**config.mk**
```make
export PLATFORM = sky130hd
export DESIGN_NAME = iowin_top
export DESIGN_NICKNAME = d
export VERILOG_FILES = /design/src/rtl/iowin_pkg.sv /design/src/rtl/iowin_ptr_reg.sv /design/src/rtl/iowin_decode.sv /design/src/rtl/iowin_ctrl.sv /design/src/rtl/iowin_top.sv
export SDC_FILE = /design/constraint.sdc
export NUM_CORES = 1
export LEC_CHECK = 0
export ABC_CLOCK_PERIOD_IN_PS = 3250
export BUFFER_PORTS_ARGS = -buffer_cell sky130_fd_sc_hd__buf_4
export CAP_MARGIN = 30
export CELL_PAD_IN_SITES_DETAIL_PLACEMENT = 2
export CELL_PAD_IN_SITES_GLOBAL_PLACEMENT = 2
export CORE_MARGIN = 2
export CORE_UTILIZATION = 29
export CTS_BUF_LIST = sky130_fd_sc_hd__clkbuf_4
export DETAILED_ROUTE_END_ITERATION = 8
export PLACE_DENSITY = 0.9
export SYNTH_ARGS = -nofsm -noshare
export SYNTH_HDL_FRONTEND = slang
export SYNTH_HIERARCHICAL = 1
export SYNTH_SLANG_ARGS = --single-unit
```
**constraint.sdc**
```tcl
create_clock -name clk -period 3.25 [get_ports clk]
set_input_delay 0.4875 -clock clk [delete_from_list [all_inputs] [get_ports clk]]
set_output_delay 0.4875 -clock clk [all_outputs]
set_load 0.005 [all_outputs]
```
**src/rtl/iowin_pkg.sv**
```systemverilog
package iowin_pkg;
    localparam int HOST_DW = 32;
    localparam int HOST_AW = 5;
    localparam int BE_W    = 4;
    localparam int AREG_W  = 20;

    localparam logic [AREG_W-1:0] INT_LAST   = 20'h1FFFF;
    localparam logic [AREG_W-1:0] FLASH_BASE = 20'h80000;

    // internal word address width, flash offset width
    localparam int INT_WA_W = $clog2(int'(INT_LAST) + 1) - 2;
    localparam int FL_AW    = $clog2((1 << AREG_W) - int'(FLASH_BASE));

    localparam logic [HOST_AW-1:0] OFS_PTR  = 5'h00;
    localparam logic [HOST_AW-1:0] OFS_DATA = 5'h04;

    typedef enum logic [1:0] {SEL_PTR, SEL_DATA, SEL_NONE} sel_e;
    typedef enum logic [1:0] {RGN_INT, RGN_UNDEF, RGN_FLASH} rgn_e;
    typedef enum logic [1:0] {ST_IDLE, ST_INT, ST_FL} st_e;

    typedef struct packed {
        logic               we;
        logic [BE_W-1:0]    be;
        logic [HOST_DW-1:0] wdata;
    } bk_cmd_t;

    function automatic sel_e sel_of(input logic [HOST_AW-1:0] ofs);
        if (ofs == OFS_PTR)       return SEL_PTR;
        else if (ofs == OFS_DATA) return SEL_DATA;
        else                      return SEL_NONE;
    endfunction

    function automatic rgn_e rgn_of(input logic [AREG_W-1:0] a);
        if (a <= INT_LAST)         return RGN_INT;
        else if (a >= FLASH_BASE)  return RGN_FLASH;
        else                       return RGN_UNDEF;
    endfunction

    function automatic logic full_word(input logic [BE_W-1:0] be);
        return &be;
    endfunction
endpackage

```
**src/rtl/iowin_ptr_reg.sv**
```systemverilog
module iowin_ptr_reg
    import iowin_pkg::*;
#(
    parameter int AW = AREG_W,
    parameter int BW = BE_W
) (
    input  logic          clk,
    input  logic          rst,
    input  logic          wr,
    input  logic [BW-1:0] be,
    input  logic [AW-1:0] wdata,
    output logic [AW-1:0] q
);
    // Narrow writes never reach the pointer.
    always_ff @(posedge clk) begin
        if (rst)
            q <= '0;
        else if (wr && (&be))
            q <= wdata;
    end
endmodule

```
**src/rtl/iowin_decode.sv**
```systemverilog
module iowin_decode
    import iowin_pkg::*;
#(
    parameter int AW  = AREG_W,
    parameter int OW  = HOST_AW,
    parameter int IWW = INT_WA_W,
    parameter int FAW = FL_AW
) (
    input  logic [OW-1:0]  ofs,
    input  logic [AW-1:0]  ptr,
    output sel_e           sel,
    output rgn_e           rgn,
    output logic [IWW-1:0] int_wa,
    output logic [FAW-1:0] fl_off
);
    always_comb begin
        sel    = sel_of(ofs);
        rgn    = rgn_of(ptr);
        // word address drops the two byte bits
        int_wa = ptr[IWW+1:2];
        // flash base is aligned to its own size, so subtracting it clears the top bit
        fl_off = ptr[FAW-1:0];
    end
endmodule

```
**src/rtl/iowin_ctrl.sv**
```systemverilog
module iowin_ctrl
    import iowin_pkg::*;
#(
    parameter int DW  = HOST_DW,
    parameter int AW  = AREG_W,
    parameter int BW  = BE_W,
    parameter int IWW = INT_WA_W,
    parameter int FAW = FL_AW
) (
    input  logic           clk,
    input  logic           rst,
    input  logic           rd_go,
    input  logic           wr_go,
    input  sel_e           sel,
    input  rgn_e           rgn,
    input  logic [BW-1:0]  be,
    input  logic [DW-1:0]  wdata,
    input  logic [AW-1:0]  ptr,
    input  logic [IWW-1:0] int_wa,
    input  logic [FAW-1:0] fl_off,
    input  logic           int_ready,
    input  logic [DW-1:0]  int_rdata,
    input  logic           fl_ready,
    input  logic [DW-1:0]  fl_rdata,
    output logic           busy,
    output logic [DW-1:0]  rdata,
    output logic           int_req,
    output logic [IWW-1:0] int_addr,
    output bk_cmd_t        int_cmd,
    output logic           fl_req,
    output logic [FAW-1:0] fl_addr,
    output bk_cmd_t        fl_cmd
);
    st_e st;

    assign busy = (st != ST_IDLE);

    always_ff @(posedge clk) begin
        if (rst) begin
            st       <= ST_IDLE;
            rdata    <= '0;
            int_req  <= 1'b0;
            int_addr <= '0;
            int_cmd  <= '0;
            fl_req   <= 1'b0;
            fl_addr  <= '0;
            fl_cmd   <= '0;
        end else begin
            unique case (st)
                ST_IDLE: begin
                    if (rd_go || wr_go) begin
                        unique case (sel)
                            SEL_PTR: begin
                                if (rd_go)
                                    rdata <= {{(DW-AW){1'b0}}, ptr};
                            end
                            SEL_DATA: begin
                                unique case (rgn)
                                    RGN_INT: begin
                                        if (rd_go || full_word(be)) begin
                                            int_req        <= 1'b1;
                                            int_addr       <= int_wa;
                                            int_cmd.we     <= wr_go;
                                            int_cmd.be     <= '1;
                                            int_cmd.wdata  <= wdata;
                                            st             <= ST_INT;
                                        end
                                    end
                                    RGN_FLASH: begin
                                        fl_req        <= 1'b1;
                                        fl_addr       <= fl_off;
                                        fl_cmd.we     <= wr_go;
                                        fl_cmd.be     <= wr_go ? be : '1;
                                        fl_cmd.wdata  <= wdata;
                                        st            <= ST_FL;
                                    end
                                    default: begin
                                        if (rd_go)
                                            rdata <= '0;
                                    end
                                endcase
                            end
                            default: begin
                                if (rd_go)
                                    rdata <= '0;
                            end
                        endcase
                    end
                end
                ST_INT: begin
                    if (int_ready) begin
                        int_req <= 1'b0;
                        if (!int_cmd.we)
                            rdata <= int_rdata;
                        st <= ST_IDLE;
                    end
                end
                ST_FL: begin
                    if (fl_ready) begin
                        fl_req <= 1'b0;
                        if (!fl_cmd.we)
                            rdata <= fl_rdata;
                        st <= ST_IDLE;
                    end
                end
                default: st <= ST_IDLE;
            endcase
        end
    end
endmodule

```
**src/rtl/iowin_top.sv**
```systemverilog
module iowin_top
    import iowin_pkg::*;
#(
    parameter int DW  = HOST_DW,
    parameter int OW  = HOST_AW,
    parameter int BW  = BE_W,
    parameter int AW  = AREG_W,
    parameter int IWW = INT_WA_W,
    parameter int FAW = FL_AW
) (
    input  logic           clk,
    input  logic           rst_pwr,
    input  logic           rst_bus,
    input  logic [OW-1:0]  h_addr,
    input  logic [BW-1:0]  h_be,
    input  logic [DW-1:0]  h_wdata,
    input  logic           h_rd,
    input  logic           h_wr,
    output logic [DW-1:0]  h_rdata,
    output logic           h_ready,
    output logic           int_req,
    output logic           int_we,
    output logic [IWW-1:0] int_addr,
    output logic [BW-1:0]  int_be,
    output logic [DW-1:0]  int_wdata,
    input  logic [DW-1:0]  int_rdata,
    input  logic           int_ready,
    output logic           fl_req,
    output logic           fl_we,
    output logic [FAW-1:0] fl_addr,
    output logic [BW-1:0]  fl_be,
    output logic [DW-1:0]  fl_wdata,
    input  logic [DW-1:0]  fl_rdata,
    input  logic           fl_ready
);
    logic           rst;
    logic           busy;
    logic           rd_go;
    logic           wr_go;
    logic           ptr_wr;
    logic [AW-1:0]  areg_q;
    sel_e           sel;
    rgn_e           rgn;
    logic [IWW-1:0] int_wa;
    logic [FAW-1:0] fl_off;
    bk_cmd_t        int_cmd;
    bk_cmd_t        fl_cmd;

    assign rst     = rst_pwr | rst_bus;
    assign h_ready = ~busy;
    assign rd_go   = h_rd & ~busy;
    assign wr_go   = h_wr & ~busy;
    assign ptr_wr  = wr_go && (sel == SEL_PTR);

    iowin_decode #(.AW(AW), .OW(OW), .IWW(IWW), .FAW(FAW)) u_dec (
        .ofs    (h_addr),
        .ptr    (areg_q),
        .sel    (sel),
        .rgn    (rgn),
        .int_wa (int_wa),
        .fl_off (fl_off)
    );

    iowin_ptr_reg #(.AW(AW), .BW(BW)) u_ptr (
        .clk   (clk),
        .rst   (rst),
        .wr    (ptr_wr),
        .be    (h_be),
        .wdata (h_wdata[AW-1:0]),
        .q     (areg_q)
    );

    iowin_ctrl #(.DW(DW), .AW(AW), .BW(BW), .IWW(IWW), .FAW(FAW)) u_ctrl (
        .clk       (clk),
        .rst       (rst),
        .rd_go     (rd_go),
        .wr_go     (wr_go),
        .sel       (sel),
        .rgn       (rgn),
        .be        (h_be),
        .wdata     (h_wdata),
        .ptr       (areg_q),
        .int_wa    (int_wa),
        .fl_off    (fl_off),
        .int_ready (int_ready),
        .int_rdata (int_rdata),
        .fl_ready  (fl_ready),
        .fl_rdata  (fl_rdata),
        .busy      (busy),
        .rdata     (h_rdata),
        .int_req   (int_req),
        .int_addr  (int_addr),
        .int_cmd   (int_cmd),
        .fl_req    (fl_req),
        .fl_addr   (fl_addr),
        .fl_cmd    (fl_cmd)
    );

    assign int_we    = int_cmd.we;
    assign int_be    = int_cmd.be;
    assign int_wdata = int_cmd.wdata;
    assign fl_we     = fl_cmd.we;
    assign fl_be     = fl_cmd.be;
    assign fl_wdata  = fl_cmd.wdata;
endmodule

```
# Yosys cells after proc, flatten, opt, wreduce, memory -nomap -nowiden
# Cells that the tools add are included.
# word_totals
reg_bits	161
output_inout_bits	143
# op_classes
order_cmp	2
n_eq_ne	18
muxes	33
bitwise	4
n_reduce_logical	20
# op_table
op	count
two-way mux 32 bit	8
case mux 32 bit (3 select lines)	1
case mux 32 bit (2 select lines)	1
greater-or-equal comparator 20 bit (second input constant)	1
<= comparator 20 x 17 -> 1 bit (second input constant)	1
two-way mux 2 bit	9
!= test 2 bit (second input constant)	7
AND reduction 6 bit	2
AND reduction 5 bit	2
two-way mux 1 bit	9
AND reduction 4 bit	2
AND reduction 8 bit	1
logical NOT 2 bit	3
!= test 3 x 2 -> 1 bit (second input constant)	2
!= test 3 bit (second input constant)	2
case mux 2 bit (3 select lines)	1
nonzero test 2 bit	3
== test 5 x 3 -> 1 bit (second input constant)	1
logical NOT 5 bit	1
== test 2 x 1 -> 1 bit (second input constant)	2
== test 2 bit (second input constant)	2
two-way mux 4 bit	1
!= test 2 x 1 -> 1 bit (second input constant)	2
case mux 1 bit (2 select lines)	2
8 further kinds	11

# Logic depth before layout (Yosys ltp)
# logic_depth
word_depth	9
ltp_mapped	12

# By module
# The synthesis kept the hierarchy.
# modules_own_cells
mod	n_inst	cells_per_inst	area_each_um2	seq_area_each_um2
iowin_ctrl	1	727	5948.2	2822.7
iowin_ptr_reg	1	89	933.4	400.4
iowin_decode	1	40	287.8	0.0
iowin_top	1	5	42.5	0.0

# Least setup slack after synthesis
# OpenSTA, ideal clock, no wires.
# synth_timing
path_type	input port to flip-flop
start	in h_addr[1]
end	reg u_ctrl.rdata[21]
arrival_time_ns	2.492
required_time_ns	3.129
path_slack_ns	0.637
path_stages	8
n_path_buf	2
path_cell_list	or4_4 nor2_2 nand2b_1 buf_2 o311a_1 nand3_1 buf_2 mux2_2
# synth_between
elab_chain_len	7
elab_cells_between_ends	12
classes_between	4 x eq/ne; 5 x mux; 3 x reduce/logical
# synth_rtl
item	line	source
from (decl)	iowin_top.sv:14	input logic [OW-1:0] h_addr,
== test 5 x 3 -> 1 bit	iowin_pkg.sv:29	else if (ofs == OFS_DATA) return SEL_DATA;
two-way mux 2 bit	iowin_pkg.sv:29	
two-way mux 2 bit (*)	iowin_pkg.sv:28	if (ofs == OFS_PTR) return SEL_PTR;
net sel[0]	iowin_top.sv:42	sel_e sel;
== test 2 x 1 -> 1 bit or logical NOT 2 bit (tied branches)	iowin_ctrl.sv:52	unique case (sel)
case mux 32 bit (2 select lines)	iowin_ctrl.sv:52	
two-way mux 32 bit	iowin_ctrl.sv:51	if (rd_go || wr_go) begin
case mux 32 bit (3 select lines)	iowin_ctrl.sv:49	unique case (st)
to (signal assigned)	iowin_ctrl.sv:55	rdata <= {{(DW-AW){1'b0}}, ptr};
to (signal assigned)	iowin_ctrl.sv:94	rdata <= int_rdata;
to (signal assigned)	iowin_ctrl.sv:102	rdata <= fl_rdata;
to (decl)	iowin_ctrl.sv:26	output logic [DW-1:0] rdata,
# Mark *: on every way through the listed nets, which the timed path passes. The rest lies on a longest branch. The select of a mux whose other input is x is not followed.
# A chain may end at the register's enable or synchronous reset.

# Final worst setup path
# layout_timing
start	reg u_ctrl.st[0]
end	reg u_ctrl/fl_cmd[22] (netlist name)
# layout_between
elab_chain_len	5
elab_cells_between_ends	7
classes_between	3 x bitwise; 4 x reduce/logical
# layout_rtl
item	line	source
from (decl)	iowin_ctrl.sv:34	st_e st;
from (signal assigned)	iowin_ctrl.sv:40	st <= ST_IDLE;
from (signal assigned)	iowin_ctrl.sv:66	st <= ST_INT;
from (signal assigned)	iowin_ctrl.sv:75	st <= ST_FL;
nonzero test 2 bit	iowin_ctrl.sv:36	assign busy = (st != ST_IDLE);
net busy	iowin_top.sv:37	logic busy;
NOT 1 bit	iowin_top.sv:52	assign wr_go = h_wr & ~busy;
AND 1 bit	iowin_top.sv:52	
net wr_go	iowin_top.sv:39	logic wr_go;
logical OR 1 bit	iowin_ctrl.sv:51	
AND reduction 4 bit (no line)	n/a	
# The timed path passes the listed nets, and every way through them passes these cells.

==> run_results.csv <==
group,metric,value,unit
logic_synthesis,synthCells,861,
setup_path,critPathMaxStageDelay,510,ps
setup_path,crit_chain,"inv_1 -> ha_1 -> inv_1 -> and2b_2 -> nor2_2 -> or3_2 -> buf_4 -> nand2_1 -> a21oi_1",
detailed_routing,drcViolationCount,0,
die,initial_core_util,0.296,
logic_synthesis,synthXorXnorAreaFrac,0,
grt,grt_pass1_vias,7327,
logic_synthesis,synth_compound_area_frac,0.166,
logic_synthesis,yosysSeqAreaShare,0.447,
sta,rsz0062_at_grt,"false",
logic_synthesis,synth_edf_count,0,
setup_path,cp.required,3700,ps
logic_synthesis,synth_fa_ha_area_frac,0.0104,
clocking,clock-sinks,161,
sta,skew,18.8,ps
detailed_routing,first_pass_iters,4,
die,row_count,57,
clocking,cts_resized,0,
clocking,numCtsBuffers,17,
job,drv_cap,0,
pwr,leakagePower,3.54,nW
clocking,clkLatencyLatePin,540,ps
logic_synthesis,synth_top_area_cell,"dfxtp_1",
logic_synthesis,yosysUniqueCellTypes,49,
sta,fin_setup_tns,0,ps
grt,overflow,0,
die,die_area,0.0261,mm²
logic_synthesis,async_flop_share,0,
setup_path,arrival,3440,ps
logic_synthesis,synth_top_family_by_area,"simple AND/OR/NAND/NOR gates",
finish,drive_gt1_frac,0.314,
setup_path,cp_max_fo,52,
outcome,status,"finished, final reports clean",
clocking,cts_tree,"built",
die,core,0.0244,mm²
finish,fillCellCount,2761,
logic_synthesis,synth_nets,979,
sta,maxSlewViolCount,0,
grt,grt_pass1_wl,42100,µm
finish,final_nets,1157,
setup_path,critPathLaunchType,"flop",
logic_synthesis,synth_area,0.00721,mm²
sta,holdWs,181,ps
sta,period_share,0.919,
die,ios,255,
sta,slew_headroom,0.431,
placement,numPortBuffers,254,
logic_synthesis,ys_ff_latch,161,
grt,grt_usage,0.207,
sta,worstMarginPinSlew,854,ps
hold_path,hold_class,"in -> reg",
sta,hold_viol_final,0,
setup_path,cp_slowest_cell,"buf_4",
sta,finalCriticalPeriod,2990,ps
placement,place.gp.congestion,0.727,
logic_synthesis,synth_top_cell_area_share,0.447,
logic_synthesis,synth_ff_type,"dfxtp_1",
finish,syn_to_final_growth,30.0,%
detailed_routing,wl_per_cell,20.0,µm
pwr,power_per_cell_area,379,mW/mm²
placement,dpl.cell_count,1344,
finish,final_cells,1376,
pwr,ir_worst_vdd,0.160,mV
detailed_routing,ant_nets,0,
setup_path,cp-end-kind,"flop",
detailed_routing,drtIter0Drc,297,
finish,post-route-util,0.384,
grt,grt_start_max_net_pins,184,
setup_path,worst_path_most_repeated_cell,"inv_1",
detailed_routing,totalWireLength,27500,µm
setup_path,crit_type,"reg -> reg",
finish,multiInputGateArea,0.00336,mm²
detailed_routing,viasPerCell,4.97,
grt,antenna_found_initial,1,
clocking,clk_path_buf_depth,2,
clocking,htreeDepth,4,
clocking,holdBufCountCts,0,
clocking,post_cts_buffers,0,
finish,ff_latch_area,0.00322,mm²
clocking,cts_root_buf,"clkbuf_4",
placement,hpwl,19400,µm
die,fp.dieH,162,µm
logic_synthesis,synth-simple-area-share,0.237,
sta,fmax,0.335,GHz
detailed_routing,num_vias,6839,
clocking,clk_pin_slew,140,ps
logic_synthesis,yosysWarnings,6,
die,dieWidth,162,µm
sta,setup_viol,0,
logic_synthesis,synthTopCellsByArea,"dfxtp_1, nand2_1, a21oi_1",
logic_synthesis,synth.mux.area_fraction,0.0481,
logic_synthesis,avgSynthCellArea,8.38,µm²
[worst paths after layout]
kind,from,to,cells after the start,slack (ps)
hold reg to reg,u_ctrl/fl_cmd[30]$_SDFFE_PP0P_,u_ctrl/fl_cmd[30]$_SDFFE_PP0P_,2,470
setup reg to reg,u_ctrl/st[0]$_SDFFE_PP0P_,u_ctrl/fl_cmd[22]$_SDFFE_PP0P_,9,260
hold / removal,h_wdata[20],u_ctrl/fl_cmd[20]$_SDFFE_PP0P_,3,180
setup / recovery,u_ctrl/st[0]$_SDFFE_PP0P_,u_ctrl/fl_cmd[22]$_SDFFE_PP0P_,9,260
[metrics by stage]
stage | worst slack [ps] | power, W | cell area, µm²
after CTS | 242 | 0.00361 | 9370
after global routing | 89.2 | 0.00373 | 9380
after detailed placement | 285 | 0.00231 | 9080
final | 262 | 0.00355 | 9380
after floorplan | 637 | 0.00214 | 7210
after global placement | 455 | 0.00230 | 9080
[final cells by class]
type / instances / share of cell area
Multi-Input combinational cell: 581 / 0.358
Sequential cell: 161 / 0.344
Timing Repair Buffer: 269 / 0.219
Tap cell: 324 / 0.0432
Clock inverter: 13 / 0.0172
Clock buffer: 18 / 0.0144
Inverter: 9 / 0.00360
Antenna cell: 1 / 0.000267
[state kept, by name (all words and copies together), names as in the netlist]
name and flops:
u_ctrl/fl_addr 19, u_ctrl/int_req 1, u_ptr/q 20, u_ctrl/rdata 32, u_ctrl/fl_cmd 37, u_ctrl/fl_req 1, u_ctrl/int_addr 15, u_ctrl/st 2
u_ctrl/int_cmd 34
[cell usage after synthesis (3+ instances only)]
master and number:
a21oi_1 101, a22o_1 20, a22oi_1 32, a311oi_1 4, a31oi_1 21, and4_1 20, buf_1 3, buf_2 8
buf_4 39, buf_6 3, clkbuf_1 55, dfxtp_1 161, ha_1 6, inv_1 9, mux2_2 13, mux2i_1 20
nand2_1 205, nand2b_1 46, nor2_1 25, nor2b_1 12, nor3_1 21
[report_power, final]
group          internal, W  switching [W]  total (W)
Clock             0.000540       0.000749    0.00129
Combinational     0.000143       0.000130   0.000273
Sequential         0.00198     0.00000560    0.00199
Total              0.00267       0.000885    0.00355
[routing by layer]
| metal | up-vias | GRT usage | wire length [µm] |
|---|---|---|---|
| met3 | 43 | 0.0416 | 1280 |
| met4 | 0 | 0.0712 | 784 |
| li1 | 3261 | - | - |
| met5 | - | 0 | 0 |
| met1 | 3355 | 0.253 | 11600 |
| met2 | 180 | 0.363 | 13800 |
[layout by cell type, fill, tap and decap left out, types with 2 or more instances in the layout]
cell / Yosys / routed
buf_4: 39 / 266
a22oi_1: 32 / 32
and2b_2: 2 / 2
mux2_2: 13 / 13
a311oi_1: 4 / 4
a32o_1: 2 / 2
buf_12: 2 / 3
clkinv_4: 0 / 2
nand3b_1: 2 / 2
clkinvlp_4: 0 / 3
inv_1: 9 / 9
nor2b_1: 12 / 12
nand2_1: 205 / 205
nand2b_1: 46 / 46
nor2_1: 25 / 25
or4_4: 2 / 2
o211ai_1: 2 / 2
inv_6: 0 / 2
ha_1: 6 / 6
a21oi_1: 101 / 101
nor4_1: 2 / 2
clkinv_2: 0 / 2
nor3_1: 21 / 20
bufinv_16: 0 / 3
a22o_1: 20 / 20
mux2i_1: 20 / 20
nor2_2: 2 / 2
and4_1: 20 / 20
dfxtp_1: 161 / 161
clkbuf_4: 0 / 18
a31oi_1: 21 / 21
[cells by family (layout without fill, tap and decap cells)]
kind of cell / Yosys count / after routing
simple gates: 352 / 352
mux: 33 / 33
fa+ha+maj: 6 / 6
compound gates: 190 / 190
buf+inv: 119 / 309
flops: 161 / 161
other cells: 0 / 1
[critical path: cells and delay by family (launching register included)]
family	cells	cell delay (ps)
compound gates	1	210
fa+ha+maj	1	230
buf+inv	3	880
flops	1	420
simple gates	4	1140
(Power assumes the default switching activity.)
